$ cat config.mk
export PLATFORM = sky130hd
export DESIGN_NAME = ucode_seq
export DESIGN_NICKNAME = d
export VERILOG_FILES = /design/src/rtl/ucode_pkg.sv /design/src/rtl/ucode_store.sv /design/src/rtl/ucode_dispatch.sv /design/src/rtl/ucode_next.sv /design/src/rtl/ucode_seq.sv
export SDC_FILE = /design/constraint.sdc
export NUM_CORES = 1
export LEC_CHECK = 0
export ABC_AREA = 1
export BUFFER_PORTS_ARGS = -buffer_cell sky130_fd_sc_hd__buf_2
export CORE_AREA = 2 2 39 41
export CTS_CLUSTER_DIAMETER = 50
export DETAILED_ROUTE_END_ITERATION = 12
export DIE_AREA = 0 0 41 43
export PLACE_DENSITY = 0.82
export SLEW_MARGIN = 20
export SYNTH_ARGS = -nofsm -noshare
export SYNTH_HDL_FRONTEND = slang
export SYNTH_SLANG_ARGS = --single-unit
$ cat constraint.sdc
create_clock -name clk -period 1.6 [get_ports clk]
set_input_delay 0.16 -clock clk [delete_from_list [all_inputs] [get_ports clk]]
set_output_delay 0.16 -clock clk [all_outputs]
set_load 0.02 [all_outputs]
$ cat src/rtl/ucode_pkg.sv
package ucode_pkg;

    parameter int STATE_W = 4;
    parameter int OP_W    = 6;
    parameter int CTRL_W  = 16;
    parameter int AC_W    = 2;
    parameter int NUM_ST  = 10;
    localparam int LAST_ST = NUM_ST - 1;

    typedef enum logic [STATE_W-1:0] {
        ST_FETCH   = 4'd0,
        ST_DECODE  = 4'd1,
        ST_MEMADDR = 4'd2,
        ST_MEMRD   = 4'd3,
        ST_LDWB    = 4'd4,
        ST_MEMWR   = 4'd5,
        ST_EXEC    = 4'd6,
        ST_RWB     = 4'd7,
        ST_BRANCH  = 4'd8,
        ST_JUMP    = 4'd9
    } state_e;

    typedef enum logic [AC_W-1:0] {
        AC_ZERO  = 2'd0,
        AC_DISP1 = 2'd1,
        AC_DISP2 = 2'd2,
        AC_SEQ   = 2'd3
    } addr_ctl_e;

    localparam logic [OP_W-1:0] OP_RALU  = 6'h00;
    localparam logic [OP_W-1:0] OP_JUMP  = 6'h02;
    localparam logic [OP_W-1:0] OP_BRNCH = 6'h04;
    localparam logic [OP_W-1:0] OP_LOAD  = 6'h23;
    localparam logic [OP_W-1:0] OP_STORE = 6'h2B;

    typedef struct packed {
        logic       pc_wr;
        logic       pc_wr_cond;
        logic       addr_alu;
        logic       mem_rd;
        logic       mem_wr;
        logic       ir_wr;
        logic       wb_mem;
        logic [1:0] pc_src;
        logic [1:0] alu_op;
        logic [1:0] alu_b;
        logic       alu_a_reg;
        logic       reg_wr;
        logic       dst_rd;
    } dp_ctrl_t;

    typedef struct packed {
        dp_ctrl_t  dp;
        addr_ctl_e ac;
    } ucode_word_t;

endpackage

$ cat src/rtl/ucode_store.sv
module ucode_store
    import ucode_pkg::*;
(
    input  state_e      state_i,
    output ucode_word_t word_o
);

    always_comb begin
        word_o    = '0;
        word_o.ac = AC_ZERO;
        unique case (state_i)
            ST_FETCH: begin
                word_o.dp.mem_rd = 1'b1;
                word_o.dp.ir_wr  = 1'b1;
                word_o.dp.alu_b  = 2'b01;
                word_o.dp.pc_wr  = 1'b1;
                word_o.ac        = AC_SEQ;
            end
            ST_DECODE: begin
                word_o.dp.alu_b = 2'b11;
                word_o.ac       = AC_DISP1;
            end
            ST_MEMADDR: begin
                word_o.dp.alu_a_reg = 1'b1;
                word_o.dp.alu_b     = 2'b10;
                word_o.ac           = AC_DISP2;
            end
            ST_MEMRD: begin
                word_o.dp.mem_rd   = 1'b1;
                word_o.dp.addr_alu = 1'b1;
                word_o.ac          = AC_SEQ;
            end
            ST_LDWB: begin
                word_o.dp.reg_wr = 1'b1;
                word_o.dp.wb_mem = 1'b1;
                word_o.ac        = AC_ZERO;
            end
            ST_MEMWR: begin
                word_o.dp.mem_wr   = 1'b1;
                word_o.dp.addr_alu = 1'b1;
                word_o.ac          = AC_ZERO;
            end
            ST_EXEC: begin
                word_o.dp.alu_a_reg = 1'b1;
                word_o.dp.alu_op    = 2'b10;
                word_o.ac           = AC_SEQ;
            end
            ST_RWB: begin
                word_o.dp.reg_wr = 1'b1;
                word_o.dp.dst_rd = 1'b1;
                word_o.ac        = AC_ZERO;
            end
            ST_BRANCH: begin
                word_o.dp.alu_a_reg  = 1'b1;
                word_o.dp.alu_op     = 2'b01;
                word_o.dp.pc_wr_cond = 1'b1;
                word_o.dp.pc_src     = 2'b01;
                word_o.ac            = AC_ZERO;
            end
            ST_JUMP: begin
                word_o.dp.pc_wr  = 1'b1;
                word_o.dp.pc_src = 2'b10;
                word_o.ac        = AC_ZERO;
            end
            default: begin
                word_o    = '0;
                word_o.ac = AC_ZERO;
            end
        endcase
    end

endmodule

$ cat src/rtl/ucode_dispatch.sv
module ucode_dispatch
    import ucode_pkg::*;
#(
    parameter int TABLE_SEL = 1
) (
    input  logic [OP_W-1:0] opcode_i,
    output state_e          target_o
);

    generate
        if (TABLE_SEL == 1) begin : g_table_one
            always_comb begin
                unique case (opcode_i)
                    OP_LOAD, OP_STORE: target_o = ST_MEMADDR;
                    OP_RALU:           target_o = ST_EXEC;
                    OP_BRNCH:          target_o = ST_BRANCH;
                    OP_JUMP:           target_o = ST_JUMP;
                    default:           target_o = ST_FETCH;
                endcase
            end
        end else begin : g_table_two
            always_comb begin
                unique case (opcode_i)
                    OP_LOAD:  target_o = ST_MEMRD;
                    OP_STORE: target_o = ST_MEMWR;
                    default:  target_o = ST_FETCH;
                endcase
            end
        end
    endgenerate

endmodule

$ cat src/rtl/ucode_next.sv
module ucode_next
    import ucode_pkg::*;
(
    input  state_e    state_i,
    input  addr_ctl_e ac_i,
    input  state_e    disp1_i,
    input  state_e    disp2_i,
    output state_e    next_o
);

    logic [STATE_W-1:0] incr;

    always_comb begin
        incr = state_i + STATE_W'(1);
        unique case (ac_i)
            AC_ZERO:  next_o = ST_FETCH;
            AC_DISP1: next_o = disp1_i;
            AC_DISP2: next_o = disp2_i;
            AC_SEQ:   next_o = state_e'(incr);
            default:  next_o = ST_FETCH;
        endcase
    end

endmodule

$ cat src/rtl/ucode_seq.sv
module ucode_seq
    import ucode_pkg::*;
(
    input  logic              clk,
    input  logic              rst,
    input  logic [OP_W-1:0]   opcode,
    output logic [CTRL_W-1:0] ctrl,
    output logic [STATE_W-1:0] state
);

    state_e      state_q;
    state_e      state_d;
    state_e      disp1;
    state_e      disp2;
    ucode_word_t word;

    ucode_store u_store (
        .state_i (state_q),
        .word_o  (word)
    );

    ucode_dispatch #(.TABLE_SEL(1)) u_disp1 (
        .opcode_i (opcode),
        .target_o (disp1)
    );

    ucode_dispatch #(.TABLE_SEL(2)) u_disp2 (
        .opcode_i (opcode),
        .target_o (disp2)
    );

    ucode_next u_next (
        .state_i (state_q),
        .ac_i    (word.ac),
        .disp1_i (disp1),
        .disp2_i (disp2),
        .next_o  (state_d)
    );

    // State register process.
    always_ff @(posedge clk) begin
        if (rst) state_q <= ST_FETCH;
        else     state_q <= state_d;
    end

    // Output process.
    always_comb begin
        ctrl  = word.dp;
        state = state_q;
    end


    reset_state_chk: assert property (@(posedge clk)
        rst |=> (state == 4'd0));


    fetch_decode_chk: assert property (@(posedge clk) disable iff (rst)
        (state == 4'd0) |=> (state == 4'd1));


    step_incr_chk: assert property (@(posedge clk) disable iff (rst)
        (state == 4'd3 || state == 4'd6) |=> (state == $past(state) + 4'd1));


    terminal_return_chk: assert property (@(posedge clk) disable iff (rst)
        (state == 4'd4 || state == 4'd5 || state == 4'd7 || state == 4'd8 || state == 4'd9)
        |=> (state == 4'd0));


    memaddr_exit_chk: assert property (@(posedge clk) disable iff (rst)
        (state == 4'd2) |=> (state == 4'd3 || state == 4'd5 || state == 4'd0));


    state_range_chk: assert property (@(posedge clk) disable iff (rst)
        (32'(state) <= LAST_ST));


    mem_excl_chk: assert property (@(posedge clk) disable iff (rst)
        !(ctrl[12] && ctrl[11]));

endmodule

==> flow_metrics.env <==
export IMPL_cap_violations=0
export IMPL_ys_ff_latch=4
export IMPL_syn_num_nets=104
export IMPL_root_buffer="clkbuf_4"
export IMPL_status="finished clean"
export IMPL_drv_slew=0
export IMPL_track_usage=0.156
export IMPL_routed_wl_mm=1.27
export IMPL_post_cts_buffers=0
export IMPL_p_per_area_nw_per_um2=1480
export IMPL_rr_startpoint="state[1]$_SDFF_PP0_"
export IMPL_holdBufCountCts=0
export IMPL_peakVddDrop_mv=0.508
export IMPL_min_path_type="input pin to flop"
export IMPL_arrival_ns=1.34
export IMPL_fmax_mhz=664
export IMPL_p_leak_uw=0.000450
export IMPL_largest_reg_flops=4
export IMPL_yosysUniqueCellTypes=17
export IMPL_post_drt_wl_per_cell_um=9.29
export IMPL_grt_max_degree=9
export IMPL_finalCriticalPeriod_ns=1.50
export IMPL_layout_nets=135
export IMPL_clkTransAtPathRegs_ns=0.03
export IMPL_initial_core_util=0.393
export IMPL_intPower_uw=495
export IMPL_antenna_found_initial=0
export IMPL_cp_max_fo=5
export IMPL_cts_tree="built"
export IMPL_tightestPinTransition_ns=0.290
export IMPL_critPathKind="flop to primary output"
export IMPL_finClkSkew_ns=0.00455
export IMPL_finalSetupViolCount=0
export IMPL_dr_total_vias=632
export IMPL_cts_sinks=4
export IMPL_die_x_um=41
export IMPL_firstDrtPassIters=4
export IMPL_antenna_cells=0
export IMPL_p_total_uw=1090
export IMPL_critPathCapture="ctrl[2]"
export IMPL_syn_avg_cell_area_um2=5.92
export IMPL_drtIter0Drc=4
export IMPL_clk_latency_ns=0.23
export IMPL_critical_path_startpoint="state[3]$_SDFF_PP0_"
export IMPL_syn_area_um2=544
export IMPL_p_comb_frac=0.748
export IMPL_ys_warn_count=0
export IMPL_grt_pass1_vias=513
export IMPL_ioPinCount=28
export IMPL_cts_resized=0
export IMPL_power_frac_seq=0.139
export IMPL_p_switching_uw=598
export IMPL_r2r_cells=8
export IMPL_drive_gt1_frac=0.364
export IMPL_numPortBuffers=27
export IMPL_numCtsBuffers=3
export IMPL_hold_viol_final=0
export IMPL_r2r_end="state[2]$_SDFF_PP0_"
export IMPL_final_antenna_net_count=0
export IMPL_die_h_um=43
export IMPL_core_area_um2=1380
export IMPL_viasPerCell=4.61
export IMPL_rrSetupSlack_ns=0.19
export IMPL_rows=14
export IMPL_cp_required_ns=1.44
export IMPL_gp_congestion=0.822
export IMPL_fin_crit_sh=0.941
export IMPL_cp_start_kind="flop"
export IMPL_swShare=0.547
export IMPL_syn_to_final_growth_pct=35.9
export IMPL_die_area_um2=1760
export IMPL_dp_hpwl_mm=1.08
export IMPL_end_kind="primary output"
export IMPL_synthCells=92
export IMPL_h_tree_depth=1
export IMPL_pwr_share_clk=0.113
export IMPL_min_path_cells=2
export IMPL_rsz0062_at_grt="true"
export IMPL_drcViolationCount=0
export IMPL_overflow=0
export IMPL_final_util=0.534
export IMPL_clockBufferDepth=2
export IMPL_grt_pass1_wl_mm=1.93
export IMPL_slew_headroom=0.806
export IMPL_yosysSeqAreaShare=0.147
power groups by stage:
stage                     Combinational, uW  Clock (uW)  Sequential [uW]
final                                   818         124              152
after global routing                    902         136              157
after CTS                               773         128              149
after detailed placement                771           0              151
after global placement                  755           0              149
after floorplan                         554           0              174
cells in the final DEF, fill, tap and decap left out:
master    synthesis  routed
o21ai_1           0       2
nand2_2           2       2
inv_1            20      20
dfxtp_2           0       2
nand3_1          16      16
ha_1              4       2
nor2_2            1       2
buf_2             0      25
nand4_1           2       2
nand2_4           2       2
nand2_1          16      16
ha_2              0       1
xor2_1            2       2
or2_2             1       1
buf_4             1       2
clkbuf_4          0       3
o21ai_0           4       2
ha_4              0       1
o21ai_4           1       1
nor2_4            2       2
dfxtp_1           4       2
a21oi_1           2       2
nor2_1           12      11
stage by stage:
stage | worst slack (ns) | hold WS [ns] | cell area [um2] | setup TNS, ns | cells
after floorplan | -0.00945 | 0.229 | 547 | -0.0189 | 92
after global placement | 0.143 | 0.343 | 694 | 0 | 134
after detailed placement | 0.0782 | 0.354 | 694 | 0 | 134
after CTS | 0.000738 | 0.111 | 717 | 0 | 137
after global routing | 0.00292 | 0.106 | 739 | 0 | 137
final | 0.0951 | 0.105 | 739 | 0 | 137
critical path: stages, from the launching register on:
cell     delay, ns
dfxtp_2       0.35
inv_1         0.09
or2_2         0.33
o21ai_0       0.16
buf_2         0.18
area by class of cell:
type | count | area (um2)
multi-input cells | 67 | 399
clock buffers | 3 | 22.5
inverters | 20 | 75.1
flip-flops and latches | 4 | 82.6
fillers | 142 | 644
well taps | 16 | 20.0
repair buffers | 27 | 140
worst min-delay path by stage:
stage / startpoint / endpoint / slack, ns
after floorplan: rst / state[3]$_SDFF_PP0_ / 0.23
after global placement: rst / state[3]$_SDFF_PP0_ / 0.34
after detailed placement: rst / state[3]$_SDFF_PP0_ / 0.35
after CTS: rst / state[3]$_SDFF_PP0_ / 0.11
after global routing: rst / state[3]$_SDFF_PP0_ / 0.11
final: rst / state[3]$_SDFF_PP0_ / 0.11
cell usage after synthesis (all sizes together):
cell type   n  area (um2)
dfxtp       4        80.1
nand4       2        12.5
nand3      16        80.1
inv        20        75.1
buf         1        7.51
ha          4        50.1
or2         1        6.26
o21ai       5        36.3
nor2       15        73.8
a21oi       2        10.0
xor2        2        17.5
nand2      20        95.1
routing by layer:
metal / part of all wire / up-vias / track usage / routed length [um]
li1: - / 344 / - / -
met1: 0.42 / 259 / 0.170 / 534
met2: 0.50 / 27 / 0.275 / 633
met3: 0.069 / 2 / 0.0314 / 88
met4: 0.013 / 0 / 0.0600 / 17
met5: 0 / - / 0 / 0
kinds of logic (layout without fill, tap and decap cells):
group	after synthesis	after routing	share of synthesized area
and+or+nand+nor	54	54	0.492
xor gates and xnor gates	2	2	0.0322
adders and majority gates	4	4	0.0920
buffers and inverters	21	50	0.152
AOI/OAI and AO/OA	7	7	0.0851
DFF	4	4	0.147
(Power assumes the default switching activity.)
